[config.mk]
export PLATFORM = sky130hd
export DESIGN_NAME = i2c_byte_master
export DESIGN_NICKNAME = d
export VERILOG_FILES = /design/src/rtl/i2c_bm_pkg.sv /design/src/rtl/i2c_bm_tick.sv /design/src/rtl/i2c_bm_engine.sv /design/src/rtl/i2c_bm_regs.sv /design/src/rtl/i2c_byte_master.sv
export SDC_FILE = /design/constraint.sdc
export NUM_CORES = 1
export LEC_CHECK = 0
export ABC_AREA = 1
export BUFFER_PORTS_ARGS = -buffer_cell sky130_fd_sc_hd__buf_2
export CORE_MARGIN = 5
export CORE_UTILIZATION = 55
export CTS_BUF_LIST = sky130_fd_sc_hd__clkbuf_2 sky130_fd_sc_hd__clkbuf_4 sky130_fd_sc_hd__clkbuf_8
export CTS_CLUSTER_DIAMETER = 120
export DETAILED_ROUTE_END_ITERATION = 8
export PLACE_DENSITY = 0.74
export SLEW_MARGIN = 5
export SYNTH_ARGS = -nofsm -noshare
export SYNTH_HDL_FRONTEND = slang
export SYNTH_SLANG_ARGS = --single-unit
export TNS_END_PERCENT = 100
[constraint.sdc]
create_clock -name clk -period 4.09 [get_ports clk]
set_input_delay 0.6135 -clock clk [delete_from_list [all_inputs] [get_ports clk]]
set_output_delay 0.6135 -clock clk [all_outputs]
set_load 0.01 [all_outputs]
[src/rtl/i2c_bm_pkg.sv]
`timescale 1ns/1ps
package i2c_bm_pkg;

    localparam int REG_W = 8;

    localparam logic [REG_W-1:0] MODE_START = 8'hE0;
    localparam logic [REG_W-1:0] MODE_RECV  = 8'hAF;
    localparam logic [REG_W-1:0] MODE_STOP  = 8'hC0;

    localparam logic [1:0] REG_CTRL = 2'd0;
    localparam logic [1:0] REG_DATA = 2'd1;
    localparam logic [1:0] REG_ACKC = 2'd2;
    localparam logic [1:0] REG_CLR  = 2'd3;

    typedef enum logic [3:0] {
        ST_IDLE,
        ST_START_A,
        ST_START_B,
        ST_START_C,
        ST_BIT,
        ST_ACK,
        ST_HOLD,
        ST_STOP_A,
        ST_STOP_B,
        ST_STOP_C
    } bus_state_e;

endpackage

[src/rtl/i2c_bm_tick.sv]
`timescale 1ns/1ps
module i2c_bm_tick #(
    parameter int DIV = 16
) (
    input  logic clk,
    input  logic rst_n,
    input  logic sync,
    output logic tick
);

    localparam int CW = (DIV > 1) ? $clog2(DIV) : 1;
    localparam logic [CW-1:0] LAST = CW'(DIV - 1);

    logic [CW-1:0] cnt;

    always_ff @(posedge clk or negedge rst_n) begin
        if (!rst_n) begin
            cnt <= '0;
        end else if (sync || cnt == LAST) begin
            cnt <= '0;
        end else begin
            cnt <= cnt + 1'b1;
        end
    end

    assign tick = !sync && (cnt == LAST);

    generate
        if (DIV > 1) begin : g_gap_chk
            // phase ticks never arrive back to back when a phase spans several clocks
            a_r3_tick_gap: assert property (@(posedge clk) disable iff (!rst_n)
                tick |=> !tick);
        end
    endgenerate

endmodule

[src/rtl/i2c_bm_engine.sv]
`timescale 1ns/1ps
module i2c_bm_engine
    import i2c_bm_pkg::*;
(
    input  logic             clk,
    input  logic             rst_n,
    input  logic             tick,
    input  logic             cmd_start,
    input  logic             cmd_byte,
    input  logic             cmd_stop,
    input  logic             cmd_rx,
    input  logic [REG_W-1:0] tx_byte,
    input  logic             ack_ctl,
    input  logic             sda_in,
    output logic             scl_oe,
    output logic             sda_oe,
    output logic [REG_W-1:0] shift_q,
    output logic             launch,
    output logic             eng_idle,
    output logic             eng_hold,
    output logic             byte_done,
    output logic             stop_done,
    output logic             ack_sample,
    output logic             byte_was_tx
);

    localparam int BW = $clog2(REG_W);
    localparam logic [BW-1:0] LASTBIT = BW'(REG_W - 1);

    bus_state_e       state;
    logic [1:0]       ph;
    logic [BW-1:0]    bitn;
    logic [REG_W-1:0] shift;
    logic             samp;
    logic             ackbit;
    logic             cur_rx;
    logic             cur_ack;

    // state register and datapath
    always_ff @(posedge clk or negedge rst_n) begin
        if (!rst_n) begin
            state   <= ST_IDLE;
            ph      <= 2'd0;
            bitn    <= '0;
            shift   <= '0;
            samp    <= 1'b1;
            ackbit  <= 1'b1;
            cur_rx  <= 1'b0;
            cur_ack <= 1'b1;
        end else begin
            unique case (state)
                ST_IDLE: begin
                    if (cmd_start) begin
                        state  <= ST_START_A;
                        shift  <= tx_byte;
                        cur_rx <= 1'b0;
                    end
                end
                ST_START_A: if (tick) state <= ST_START_B;
                ST_START_B: if (tick) state <= ST_START_C;
                ST_START_C: begin
                    if (tick) begin
                        state <= ST_BIT;
                        ph    <= 2'd0;
                        bitn  <= '0;
                    end
                end
                ST_BIT: begin
                    if (tick) begin
                        ph <= ph + 2'd1;
                        if (ph == 2'd1) samp <= sda_in;
                        if (ph == 2'd3) begin
                            shift <= {shift[REG_W-2:0], samp};
                            if (bitn == LASTBIT) begin
                                state   <= ST_ACK;
                                cur_ack <= ack_ctl;
                            end else begin
                                bitn <= bitn + 1'b1;
                            end
                        end
                    end
                end
                ST_ACK: begin
                    if (tick) begin
                        ph <= ph + 2'd1;
                        if (ph == 2'd1) ackbit <= sda_in;
                        if (ph == 2'd3) state <= ST_HOLD;
                    end
                end
                ST_HOLD: begin
                    if (cmd_stop) begin
                        state <= ST_STOP_A;
                    end else if (cmd_byte) begin
                        state  <= ST_BIT;
                        ph     <= 2'd0;
                        bitn   <= '0;
                        cur_rx <= cmd_rx;
                        shift  <= cmd_rx ? '1 : tx_byte;
                    end
                end
                ST_STOP_A: if (tick) state <= ST_STOP_B;
                ST_STOP_B: if (tick) state <= ST_STOP_C;
                ST_STOP_C: if (tick) state <= ST_IDLE;
                default:   state <= ST_IDLE;
            endcase
        end
    end

    // line drivers and event outputs
    always_comb begin
        scl_oe = 1'b0;
        sda_oe = 1'b0;
        unique case (state)
            ST_IDLE, ST_START_A: begin
                scl_oe = 1'b0;
                sda_oe = 1'b0;
            end
            ST_START_B: begin
                scl_oe = 1'b0;
                sda_oe = 1'b1;
            end
            ST_START_C, ST_STOP_A: begin
                scl_oe = 1'b1;
                sda_oe = 1'b1;
            end
            ST_BIT: begin
                scl_oe = (ph == 2'd0) || (ph == 2'd3);
                sda_oe = !cur_rx && !shift[REG_W-1];
            end
            ST_ACK: begin
                scl_oe = (ph == 2'd0) || (ph == 2'd3);
                sda_oe = cur_rx && !cur_ack;
            end
            ST_HOLD: begin
                scl_oe = 1'b1;
                sda_oe = 1'b0;
            end
            ST_STOP_B: begin
                scl_oe = 1'b0;
                sda_oe = 1'b1;
            end
            ST_STOP_C: begin
                scl_oe = 1'b0;
                sda_oe = 1'b0;
            end
            default: begin
                scl_oe = 1'b0;
                sda_oe = 1'b0;
            end
        endcase
    end

    assign eng_idle    = (state == ST_IDLE);
    assign eng_hold    = (state == ST_HOLD);
    assign launch      = (eng_idle && cmd_start) || (eng_hold && (cmd_byte || cmd_stop));
    assign byte_done   = (state == ST_ACK) && tick && (ph == 2'd3);
    assign stop_done   = (state == ST_STOP_C) && tick;
    assign ack_sample  = ackbit;
    assign byte_was_tx = !cur_rx;
    assign shift_q     = shift;

    // SDA moves under a released SCL only while forming START or STOP
    a_r3_sda_edge_scl_low: assert property (@(posedge clk) disable iff (!rst_n)
        (!scl_oe && !$past(scl_oe) && (sda_oe != $past(sda_oe)))
            |-> (state == ST_START_B || state == ST_STOP_C));

    // a finished byte always parks the bus in the hold state
    a_r8_done_then_hold: assert property (@(posedge clk) disable iff (!rst_n)
        byte_done |=> eng_hold);

    // after a stop both lines are released
    a_r7_released_after_stop: assert property (@(posedge clk) disable iff (!rst_n)
        stop_done |=> (!scl_oe && !sda_oe && eng_idle));

endmodule

[src/rtl/i2c_bm_regs.sv]
`timescale 1ns/1ps
module i2c_bm_regs
    import i2c_bm_pkg::*;
(
    input  logic             clk,
    input  logic             rst_n,
    input  logic             wr_en,
    input  logic [1:0]       wr_addr,
    input  logic [REG_W-1:0] wr_data,
    input  logic             irq_ack,
    input  logic             eng_idle,
    input  logic             eng_hold,
    input  logic             byte_done,
    input  logic             stop_done,
    input  logic             ack_sample,
    input  logic             byte_was_tx,
    output logic             cmd_start,
    output logic             cmd_byte,
    output logic             cmd_stop,
    output logic             cmd_rx,
    output logic             ack_ctl,
    output logic             busy,
    output logic             irq,
    output logic             err,
    output logic             nack,
    output logic             rx_mode,
    output logic             start_armed,
    output logic             stop_armed
);

    logic ctrl_wr, data_wr, ackc_wr, clr_wr, late_wr;

    always_comb begin
        ctrl_wr   = wr_en && (wr_addr == REG_CTRL);
        data_wr   = wr_en && (wr_addr == REG_DATA);
        ackc_wr   = wr_en && (wr_addr == REG_ACKC);
        clr_wr    = wr_en && (wr_addr == REG_CLR);
        cmd_start = data_wr && eng_idle && start_armed;
        cmd_stop  = data_wr && eng_hold && stop_armed;
        cmd_byte  = data_wr && eng_hold && !stop_armed;
        cmd_rx    = rx_mode;
        late_wr   = data_wr && !eng_idle && !eng_hold;
    end

    always_ff @(posedge clk or negedge rst_n) begin
        if (!rst_n) begin
            ack_ctl     <= 1'b0;
            busy        <= 1'b0;
            irq         <= 1'b0;
            err         <= 1'b0;
            nack        <= 1'b0;
            rx_mode     <= 1'b0;
            start_armed <= 1'b0;
            stop_armed  <= 1'b0;
        end else begin
            if (ctrl_wr) begin
                if (wr_data == MODE_START) begin
                    if (!busy) begin
                        start_armed <= 1'b1;
                        stop_armed  <= 1'b0;
                        rx_mode     <= 1'b0;
                    end
                end else if (wr_data == MODE_RECV) begin
                    rx_mode <= 1'b1;
                end else if (wr_data == MODE_STOP) begin
                    stop_armed <= 1'b1;
                end else begin
                    rx_mode <= 1'b0;
                end
            end
            if (ackc_wr) ack_ctl <= wr_data[0];
            if (cmd_start) begin
                start_armed <= 1'b0;
                busy        <= 1'b1;
            end
            if (cmd_stop)  stop_armed <= 1'b0;
            if (stop_done) busy <= 1'b0;
            if (byte_done) begin
                irq <= 1'b1;
            end else if (irq_ack || clr_wr) begin
                irq <= 1'b0;
            end
            if (late_wr) begin
                err <= 1'b1;
            end else if (clr_wr) begin
                err <= 1'b0;
            end
            if (byte_done && byte_was_tx) nack <= ack_sample;
        end
    end

    // the request follows the end of every byte
    a_r8_irq_after_byte: assert property (@(posedge clk) disable iff (!rst_n)
        byte_done |=> irq);

    // the error flag only drops through the clear register
    a_r9_err_sticky: assert property (@(posedge clk) disable iff (!rst_n)
        (err && !clr_wr) |=> err);

    // busy ends only with a completed stop
    a_r7_busy_ends_at_stop: assert property (@(posedge clk) disable iff (!rst_n)
        $fell(busy) |-> $past(stop_done));

    // busy begins only with an issued start
    a_r12_busy_from_start: assert property (@(posedge clk) disable iff (!rst_n)
        $rose(busy) |-> $past(cmd_start));

    // a data write launches at most one bus action
    a_r2_one_action: assert property (@(posedge clk) disable iff (!rst_n)
        $onehot0({cmd_start, cmd_byte, cmd_stop}));

endmodule

[src/rtl/i2c_byte_master.sv]
`timescale 1ns/1ps
module i2c_byte_master
    import i2c_bm_pkg::*;
#(
    parameter int CLK_DIV = 16
) (
    input  logic             clk,
    input  logic             rst_n,
    input  logic             wr_en,
    input  logic [1:0]       wr_addr,
    input  logic [REG_W-1:0] wr_data,
    input  logic [1:0]       rd_addr,
    output logic [REG_W-1:0] rd_data,
    input  logic             irq_ack,
    output logic             irq,
    input  logic             sda_in,
    output logic             scl_oe,
    output logic             sda_oe
);

    logic tick, launch;
    logic eng_idle, eng_hold, byte_done, stop_done, ack_sample, byte_was_tx;
    logic cmd_start, cmd_byte, cmd_stop, cmd_rx, ack_ctl;
    logic busy, err, nack, rx_mode, start_armed, stop_armed;
    logic [REG_W-1:0] shift_q;

    i2c_bm_tick #(.DIV(CLK_DIV)) u_tick (
        .clk  (clk),
        .rst_n(rst_n),
        .sync (launch),
        .tick (tick)
    );

    i2c_bm_regs u_regs (
        .clk        (clk),
        .rst_n      (rst_n),
        .wr_en      (wr_en),
        .wr_addr    (wr_addr),
        .wr_data    (wr_data),
        .irq_ack    (irq_ack),
        .eng_idle   (eng_idle),
        .eng_hold   (eng_hold),
        .byte_done  (byte_done),
        .stop_done  (stop_done),
        .ack_sample (ack_sample),
        .byte_was_tx(byte_was_tx),
        .cmd_start  (cmd_start),
        .cmd_byte   (cmd_byte),
        .cmd_stop   (cmd_stop),
        .cmd_rx     (cmd_rx),
        .ack_ctl    (ack_ctl),
        .busy       (busy),
        .irq        (irq),
        .err        (err),
        .nack       (nack),
        .rx_mode    (rx_mode),
        .start_armed(start_armed),
        .stop_armed (stop_armed)
    );

    i2c_bm_engine u_engine (
        .clk        (clk),
        .rst_n      (rst_n),
        .tick       (tick),
        .cmd_start  (cmd_start),
        .cmd_byte   (cmd_byte),
        .cmd_stop   (cmd_stop),
        .cmd_rx     (cmd_rx),
        .tx_byte    (wr_data),
        .ack_ctl    (ack_ctl),
        .sda_in     (sda_in),
        .scl_oe     (scl_oe),
        .sda_oe     (sda_oe),
        .shift_q    (shift_q),
        .launch     (launch),
        .eng_idle   (eng_idle),
        .eng_hold   (eng_hold),
        .byte_done  (byte_done),
        .stop_done  (stop_done),
        .ack_sample (ack_sample),
        .byte_was_tx(byte_was_tx)
    );

    always_comb begin
        unique case (rd_addr)
            REG_CTRL: rd_data = {busy, irq, err, nack, rx_mode, stop_armed, start_armed,
                                 !eng_idle && !eng_hold};
            REG_DATA: rd_data = shift_q;
            REG_ACKC: rd_data = {{(REG_W-1){1'b0}}, ack_ctl};
            default:  rd_data = '0;
        endcase
    end

endmodule

Word-level counts from Yosys, hierarchy flattened --
Cells that the tools add are included.
Word-level totals: bits in registers 33, input bits 17, output and inout port bits 11, word-level logic and storage cells 186
Operators by class: add/sub/neg operators 3, equal/unequal tests 43, muxes and demuxes 61, reductions and logical operators 62
Operator list (number):
- $mux W4 | 15
- $mux W8 | 6
- $pmux W8 S3 | 2
- $pmux W4 S10 | 1
- $ne A2 B1 Y1 const B | 15
- $eq A8 B8 Y1 const B | 3
- $mux W1 | 22
- $logic_and A1 B1 Y1 | 21
- $mux W3 | 6
- $eq A4 B3 Y1 const B | 4
- $reduce_bool A2 Y1 | 7
- $reduce_and A13 Y1 | 1
- $eq A4 B4 Y1 const B | 3
- $reduce_and A3 Y1 | 4
- $reduce_and A4 Y1 | 3
- $reduce_bool A3 Y1 | 4
- $ne A3 B1 Y1 const B | 3
- $pmux W3 S3 | 1
- $eq A2 B2 Y1 const B | 4
- $eq A4 B2 Y1 const B | 2
- $mux W2 | 4
- $logic_not A1 Y1 | 7
- $reduce_and A7 Y1 | 1
- $eq A2 B1 Y1 const B | 3
- other kinds (18) | 27

Logic depth before layout (Yosys ltp) --
Gate-level depths: netlist of the first run.
word-level depth 12, mapped depth 11, mapped depth without buffers 11

Hierarchy --
From an unflattened synthesis of the first run, not the netlist that was laid out.
Second synthesis, totals: cells, all modules 344, area total of the unflattened synthesis 2341.0 um2
By module, submodules not included:
- i2c_bm_engine | times used 1, cells each 222, area each 1503.9 um2, sequential area each 529.3 um2
- i2c_bm_regs | times used 1, cells each 73, area each 506.7 um2, sequential area each 200.2 um2
- i2c_bm_tick | times used 1, cells each 19, area each 193.9 um2, sequential area each 100.1 um2
- i2c_byte_master | times used 1, cells each 30, area each 136.4 um2, sequential area each 0.0 um2

Worst setup path before layout of the first run --
Ideal clock, no wire load.
path type reg2out, start reg u_engine.state[0], end out sda_oe, data arrival time 1.432 ns, required time 3.477 ns, setup slack 2.044 ns, stages on the path, launching flop included 7, buffers on the path 1, path through dfrtp_1 > inv_1 > nand2_4 > nor2_4 > inv_4 > buf_6 > o311ai_1
On the way: word-level cells in the longest chain between the ends 3, elaborated cells between the ends (all ways) 8, classes of those cells 6 x eq/ne; 1 x mux; 1 x reduce/logical
RTL lines:
- start, declared | line i2c_bm_engine.sv:30 | bus_state_e state;
- start signal, assigned | line i2c_bm_engine.sv:42 | state <= ST_IDLE;
- start signal, assigned | line i2c_bm_engine.sv:54 | state <= ST_START_A;
- start signal, assigned | line i2c_bm_engine.sv:59 | ST_START_A: if (tick) state <= ST_START_B;
- $eq A4 B2 Y1 (tied with other cells) | line i2c_bm_engine.sv:113 | unique case (state)
- $reduce_or A4 Y1 (no line)
- $pmux W1 S3 * | line i2c_bm_engine.sv:113
- end, declared | line i2c_byte_master.sv:18 | output logic sda_oe
Mark *: on every way between the ends. The rest lies on a longest branch, timed or not.

Final worst setup path of the first run --
Ends and elaborated chain as after synthesis.

==> metrics.yaml, run 1 <==
layout:
  fillCellCount: 339
  num_antenna_cells: 0
  fin_nets: 343
  drive_gt1_share_pct: 20.8
  final_core_util_pct: 64.7
  synthToLayoutAreaGrowth_pct: 12.0
placement:
  dpl.hpwl_um: 3910
  io_buffers: 27
  place.gp.congestion: 0.922
outcome:
  status: "finished, final reports clean"
synth:
  synth-xor-area-share_pct: 0.810
  ys_async_sr_fraction_pct: 100
  ys_warn_count: 0
  synthFlopType: "dfrtp_1"
  yosysSeqAreaShare_pct: 38.3
  postSynthCellCount: 289
  synthMuxAreaShare_pct: 0
  synth_compound_area_share_pct: 14.1
  synth_fa_ha_area_share_pct: 2.89
  synth-simple-area-share_pct: 36.0
  yosysUniqueCellTypes: 42
  syn_nets: 311
  ys_ff_latch: 33
  synth-edff-count: 0
  synth_top_family_by_area: "simple AND/OR/NAND/NOR gates"
  synth_area_um2: 2160
  syn_area_per_cell_um2: 7.49
power_and_ir_drop:
  power.internal_mw: 0.832
  swShare_pct: 46.0
  p_comb_share_pct: 49.5
  p_sw_mw: 0.707
  clock_power_share_pct: 15.6
  powerDensity_nw_per_um2: 635
  ir_worst_vdd_mv: 0.365
  seqPwrFrac_pct: 34.9
  p_leak_nw: 1.28
global_route:
  use_met1_pct: 27.9
  grt_use_met2_pct: 33.5
  grt_max_degree: 34
  grt_pass1_wl_um: 8700
  track_usage_pct: 20.7
  gr-total-overflow: 0
  busiest_layer: "met2"
  antenna_found_initial: 0
  met3_usage_pct: 4.82
  grt_pass1_vias: 1931
die:
  die_x_um: 72.7
  rows: 22
  die_area_um2: 5290
  die_y_um: 72.7
  core-area_um2: 3740
  start_util_pct: 57.8
  pin_count: 28
clock_network:
  ctsResizeCount: 0
  clk_path_buf_depth: 2
  hold_buffers: 0
  h-tree-depth: 2
  numCtsBuffers: 5
  postCtsSetupRepairBufs: 0
  clkTransAtPathRegs_ns: 0.07
  cts_tree: "done"
  clock_latency_ns: 0.28
  cts_root_buf: "clkbuf_8"
  cts.sinks: 33
timing:
  grt_setup_unrepaired: "false"
  skew_ns: 0.00707
  min_period_ns: 2.47
  slew_viol_final: 0
  slew_headroom_pct: 50.1
  setup-violations-final: 0
  max_freq_mhz: 405
  post-route-period-util_pct: 60.4
  setup_tns_ns: 0
  hold_viol: 0
  max_slew.worst_pin.slew_ns: 0.748
detailed_routing:
  antenna_left: 0
  drc: 0
  via_per_inst: 5.44
  wl_per_cell_um: 13.8
  vias: 2014
  wl_um: 5110
  drtIter0Drc: 158
  first_pass_iters: 4
critical_path:
  worstSetupStartpointType: "register"
  timing.rr.end: "u_engine.shift_q[4]"
  reg2reg_slack_ns: 2.23
  worstSetupStartpoint: "u_engine.state[0]"
  cp-end-kind: "primary output"
  reg2regPathDepth: 8
  worstSetupPathType: "register to primary output"
  r2r-start: "u_engine.state[2]"
  crit_required_ns: 3.48
  critPathArrivalTime_ns: 1.86
  crit_fanout: 19
worst_hold_path:
  min_path_type: "primary input to async pin"
flow_run:
  drv_cap: 0
## layout by cell type (no fill, tap or decap), types with 2 or more instances in the layout
cell type  netlist  layout
dfstp_2          3       3
o211ai_1         2       2
o21ai_1          2       2
inv_1           32      32
nor3_1           2       2
buf_2            0      27
dfrtp_1         30      30
nand2_1         76      76
clkbuf_8         0       5
a21oi_2          2       2
inv_2            6       6
clkinv_2         0       2
nand3b_1         3       3
a31oi_1          6       6
nor2_2           4       4
nand2_4          5       5
nand3_1         32      32
nor2_1          31      31
ha_1             5       5
nand4_1          4       4
nor3_2           2       2
a21oi_1          4       4
o21ai_0         15      15
## worst max-delay path: stages, from the launching register on
cell and delay [ns]:
dfrtp_1 0.41, inv_1 0.14, nand2_4 0.09, nor2_4 0.28
inv_4 0.16, o311ai_1 0.30, buf_2 0.19
## flip-flops by register name, summed over array words and instances (netlist names)
name and count:
u_engine.ph 2, u_engine.ack_sample 1, u_regs.cmd_rx 1, u_engine.cur_ack 1, u_engine.state 4, u_engine.bitn 3
u_regs.stop_armed 1, u_engine.shift_q 8, u_tick.cnt 4, u_regs.ack_ctl 1, u_regs.nack 1, u_engine.samp 1
u_regs.err 1, u_regs.start_armed 1, u_regs.busy 1, u_engine.cur_rx 1, u_regs.irq 1
## cell usage after synthesis, types with 2 or more instances
cell / count / share of area [%]
a21oi_1: 4 / 0.93
a21oi_2: 2 / 0.81
a31oi_1: 6 / 1.7
buf_6: 2 / 1.0
dfrtp_1: 30 / 35
dfstp_2: 3 / 3.6
ha_1: 5 / 2.9
inv_1: 32 / 5.6
inv_2: 6 / 1.0
nand2_1: 76 / 13
nand2_4: 5 / 2.6
nand3_1: 32 / 7.4
nand3b_1: 3 / 1.0
nand4_1: 4 / 1.2
nor2_1: 31 / 5.4
nor2_2: 4 / 1.2
nor3_1: 2 / 0.46
nor3_2: 2 / 0.93
o211ai_1: 2 / 0.69
o21ai_0: 15 / 3.5
o21ai_1: 2 / 0.46
## final cells by class
cell class	count	area, um^2	area share, %
Inverter	39	149	6.15
Timing Repair Buffer	27	135	5.58
Tap cell	48	60.1	2.48
Clock buffer	6	76.3	3.15
Clock inverter	2	10.0	0.413
Sequential cell	33	830	34.2
Multi-Input combinational cell	215	1160	48.0
## cells by family (layout without fill, tap and decap cells)
group,after synthesis,count (layout)
XOR/XNOR,2,2
adder cells (fa/ha/maj),5,5
AND/OR/NAND/NOR,165,165
flip-flops,33,33
buffers and inverters,41,74
AO/OA/AOI/OAI,43,43
## power groups by stage
stage	sequential (mW)	combinational [mW]	clock, mW
finish	0.537	0.762	0.241
floorplan	0.510	0.600	0
CTS	0.534	0.761	0.247
detailed placement	0.540	0.755	0
global placement	0.537	0.749	0
global route	0.551	0.871	0.266
## worst max-delay path by stage
stage | slack [ns] | depth (start not counted) | end
global route | 1.50 | 6 | sda_oe
finish | 1.62 | 6 | sda_oe
global placement | 1.95 | 6 | sda_oe
detailed placement | 1.91 | 6 | sda_oe
floorplan | 2.04 | 6 | sda_oe
CTS | 1.61 | 6 | sda_oe
## through the flow
| step | setup WS, ns | hold slack (ns) | std cells | cell area (um^2) | power, mW |
|---|---|---|---|---|---|
| 2_1_floorplan | 2.04 | 0.318 | 289 | 2160 | 1.11 |
| 3_3_place_gp | 1.95 | 0.452 | 362 | 2340 | 1.29 |
| 3_5_place_dp | 1.91 | 0.462 | 362 | 2340 | 1.30 |
| 4_1_cts | 1.61 | 0.418 | 370 | 2420 | 1.54 |
| 5_1_grt | 1.50 | 0.452 | 370 | 2420 | 1.69 |
| 6_report | 1.62 | 0.392 | 370 | 2420 | 1.54 |
## layer usage
layer,vias to the layer above,wire length [um]
li1,1015,-
met1,935,2330
met2,62,2410
met3,2,334
met4,0,22
met5,-,0
No activity file was read; power rests on OpenSTA's default activity.
==> inputs of run 2 (changes only) <==
Settings changed: ABC_AREA 1 to 0, CORE_UTILIZATION 55 to 54, PLACE_DENSITY 0.74 to 0.76.
Clock period 4.09 ns to 2 ns, I/O delays scaled along.
==> run 2 against run 1 <==
  * The flow now finishes with violations (setup timing)
  * Global-route usage is 0.61 points lower
  * Clock skew hardly changed
  * Hold slack worse by 0.34 ns
  * Synthesized cell count is 24% lower
  * Die area is 1.5% lower
  * Non-clock buffer count is 30 higher
  * First-iteration DRC count is 28% higher
  * Highest routed layer unchanged
==> metrics.yaml, run 2 <==
layout:
  largest_register_ffs: 8
  mostFrequentLayoutCell: "buf_2"
  synthToLayoutAreaGrowth_pct: 25.0
  num_antenna_cells: 0
  drive_gt1_share_pct: 33.5
  final_core_util_pct: 70.7
  fin_nets: 293
  final_cell_mix: "28 x buf_2, 27 x dfrtp_1, 22 x buf_4"
timing:
  max_freq_mhz: 482
  grt_setup_unrepaired: "true"
  setup_ws_ns: -0.0750
  hold_viol: 0
  setup-violations-final: 2
  skew_ns: 0.00677
  post-route-period-util_pct: 104
  max_slew.worst_pin.slew_ns: 0.701
  setup_tns_ns: -0.128
  min_period_ns: 2.08
  slew_viol_final: 0
  slew_headroom_pct: 53.3
placement:
  place_ws_ns: 0.0383
  dpl.hpwl_um: 3680
  place.gp.congestion: 0.926
  io_buffers: 27
critical_path:
  critPathArrivalTime_ns: 2.24
  reg2reg_slack_ns: -0.08
  worstSetupPathType: "register to register"
  crit_required_ns: 2.17
  worstSetupStartpointType: "register"
  crit_fanout: 5
  reg2regPathDepth: 6
  timing.rr.end: "u_engine.state[2]"
  r2r-start: "u_engine.state[2]"
  cp-end-kind: "register"
global_route:
  grt_max_degree: 34
  grt_pass1_wl_um: 8160
  gr-total-overflow: 0
  antenna_found_initial: 0
  track_usage_pct: 20.1
  grt_pass1_vias: 1723
power_and_ir_drop:
  clock_power_share_pct: 38.7
  ir_worst_vdd_mv: 0.312
  p_sw_mw: 0.305
  power.internal_mw: 0.950
  power.total_mw: 1.26
  seqPwrFrac_pct: 54.6
  powerDensity_nw_per_um2: 482
  p_comb_share_pct: 6.7
  swShare_pct: 24.3
  p_leak_nw: 1.26
synth:
  synth_common_cells: "30 x dfrtp_1, 19 x nor2_1, 16 x nand2_1, 15 x a21oi_1, 13 x inv_1"
  yosysSeqAreaShare_pct: 39.8
  yosysUniqueCellTypes: 52
  netlist.area_leader.share_pct: 36.0
  synthTopCellsByArea: "dfrtp_1 36%, mux2i_1 5.3%, a221o_1 3.8%"
  syn_nets: 241
  synth.most_common_cell: "dfrtp_1"
  ys_warn_count: 0
  synth_area_um2: 2090
  synthFlopType: "dfrtp_1"
  ys_ff_latch: 33
  ys_async_sr_fraction_pct: 100
  synth-edff-count: 0
  syn_area_per_cell_um2: 9.52
  postSynthCellCount: 219
  yosys.area.top_type: "dfrtp_1"
die:
  core-area_um2: 3690
  die_area_um2: 5210
  pin_count: 28
  die_y_um: 72.2
  start_util_pct: 56.5
  rows: 22
  die_x_um: 72.2
clock_network:
  clkTransAtPathRegs_ns: 0.07
  clk_path_buf_depth: 2
  numCtsBuffers: 5
  cts.sinks: 33
  hold_buffers: 0
  h-tree-depth: 2
  clock_latency_ns: 0.29
  cts_root_buf: "clkbuf_8"
  cts_tree: "done"
detailed_routing:
  wl_um: 5500
  drc: 0
  antenna_left: 0
  first_pass_iters: 4
  via_per_inst: 6.02
  vias: 1926
  wl_per_cell_um: 17.2
  drtIter0Drc: 203
outcome:
  status: "finished, violations left"
  violations: "setup timing"
worst_hold_path:
  min_path_type: "primary input to async pin"
flow_run:
  drv_cap: 0
run 2: cell types whose count changed in the layout (fill, tap and decap cells not counted), moves of 11 or more:
cell,before,now
inv_1,32,13
mux2i_1,0,11
nand2_1,76,15
nor2_1,31,16
nand3_1,32,5
buf_4,0,22
run 2: repair_timing:
item,4_1_cts,5_1_grt
setup endpoints to repair,2,4
buffers inserted,0,11
pin swaps,0,7
gates resized for setup,10,17
cloned,0,0
run 2: cell families after synthesis:
group / share of synthesized area [%]
AND/OR/NAND/NOR: 22.1
AO/OA/AOI/OAI: 18.9
flip-flops: 39.8
buffers and inverters: 6.00
multiplexers: 9.42
adder cells (fa/ha/maj): 3.00
XOR/XNOR: 0.840
run 2: worst max-delay path by stage:
stage / start / to / slack (ns) / cells past startpoint
after floorplan: u_engine.state[1] / u_engine.state[0] / 0.19 / 6
after detailed placement: u_engine.state[3] / u_engine.state[2] / 0.04 / 5
final: u_engine.state[2] / u_engine.state[2] / -0.08 / 6
after global routing: u_engine.state[2] / u_engine.state[2] / -0.10 / 6
after CTS: u_engine.state[1] / sda_oe / -0.02 / 5
after global placement: u_engine.state[3] / u_engine.state[0] / 0.08 / 5
run 2: final cells by class:
| class | instances | area, um^2 |
|---|---|---|
| inverters | 13 | 48.8 |
| clock inverters | 3 | 17.5 |
| well taps | 48 | 60.1 |
| multi-input cells | 161 | 1210 |
| clock buffers | 5 | 68.8 |
| fillers | 285 | 1080 |
| repair buffers | 57 | 372 |
| flip-flops and latches | 33 | 833 |
run 2: critical path: stages (launching register included):
cell      delay (ns)
dfrtp_2         0.45
buf_2           0.17
or3_1           0.36
a21oi_2         0.20
a211oi_2        0.08
or3_4           0.37
a221o_1         0.32
run 2: power by group through the flow:
stage               Sequential, mW  Combinational, mW  Clock, mW
floorplan                    0.693             0.0390          0
global placement             0.697             0.0821          0
detailed placement           0.697             0.0839          0
CTS                          0.685             0.0849      0.498
global route                 0.686             0.0956      0.527
finish                       0.685             0.0843      0.486
run 2: metrics by stage:
step / instances / hold slack [ns] / area, um^2
global route: 320 / 0.117 / 2610
finish: 320 / 0.0546 / 2610
global placement: 301 / 0.396 / 2350
detailed placement: 301 / 0.396 / 2350
floorplan: 219 / 0.00441 / 2090
CTS: 309 / 0.0849 / 2470
run 2: routing by layer:
layer | GRT usage, % | part of all wire, % | wire length [um]
met4 | 9.19 | 2.5 | 135
met5 | 0 | 0 | 0
met2 | 30.2 | 48 | 2650
met1 | 27.8 | 43 | 2360
met3 | 4.16 | 6.5 | 355
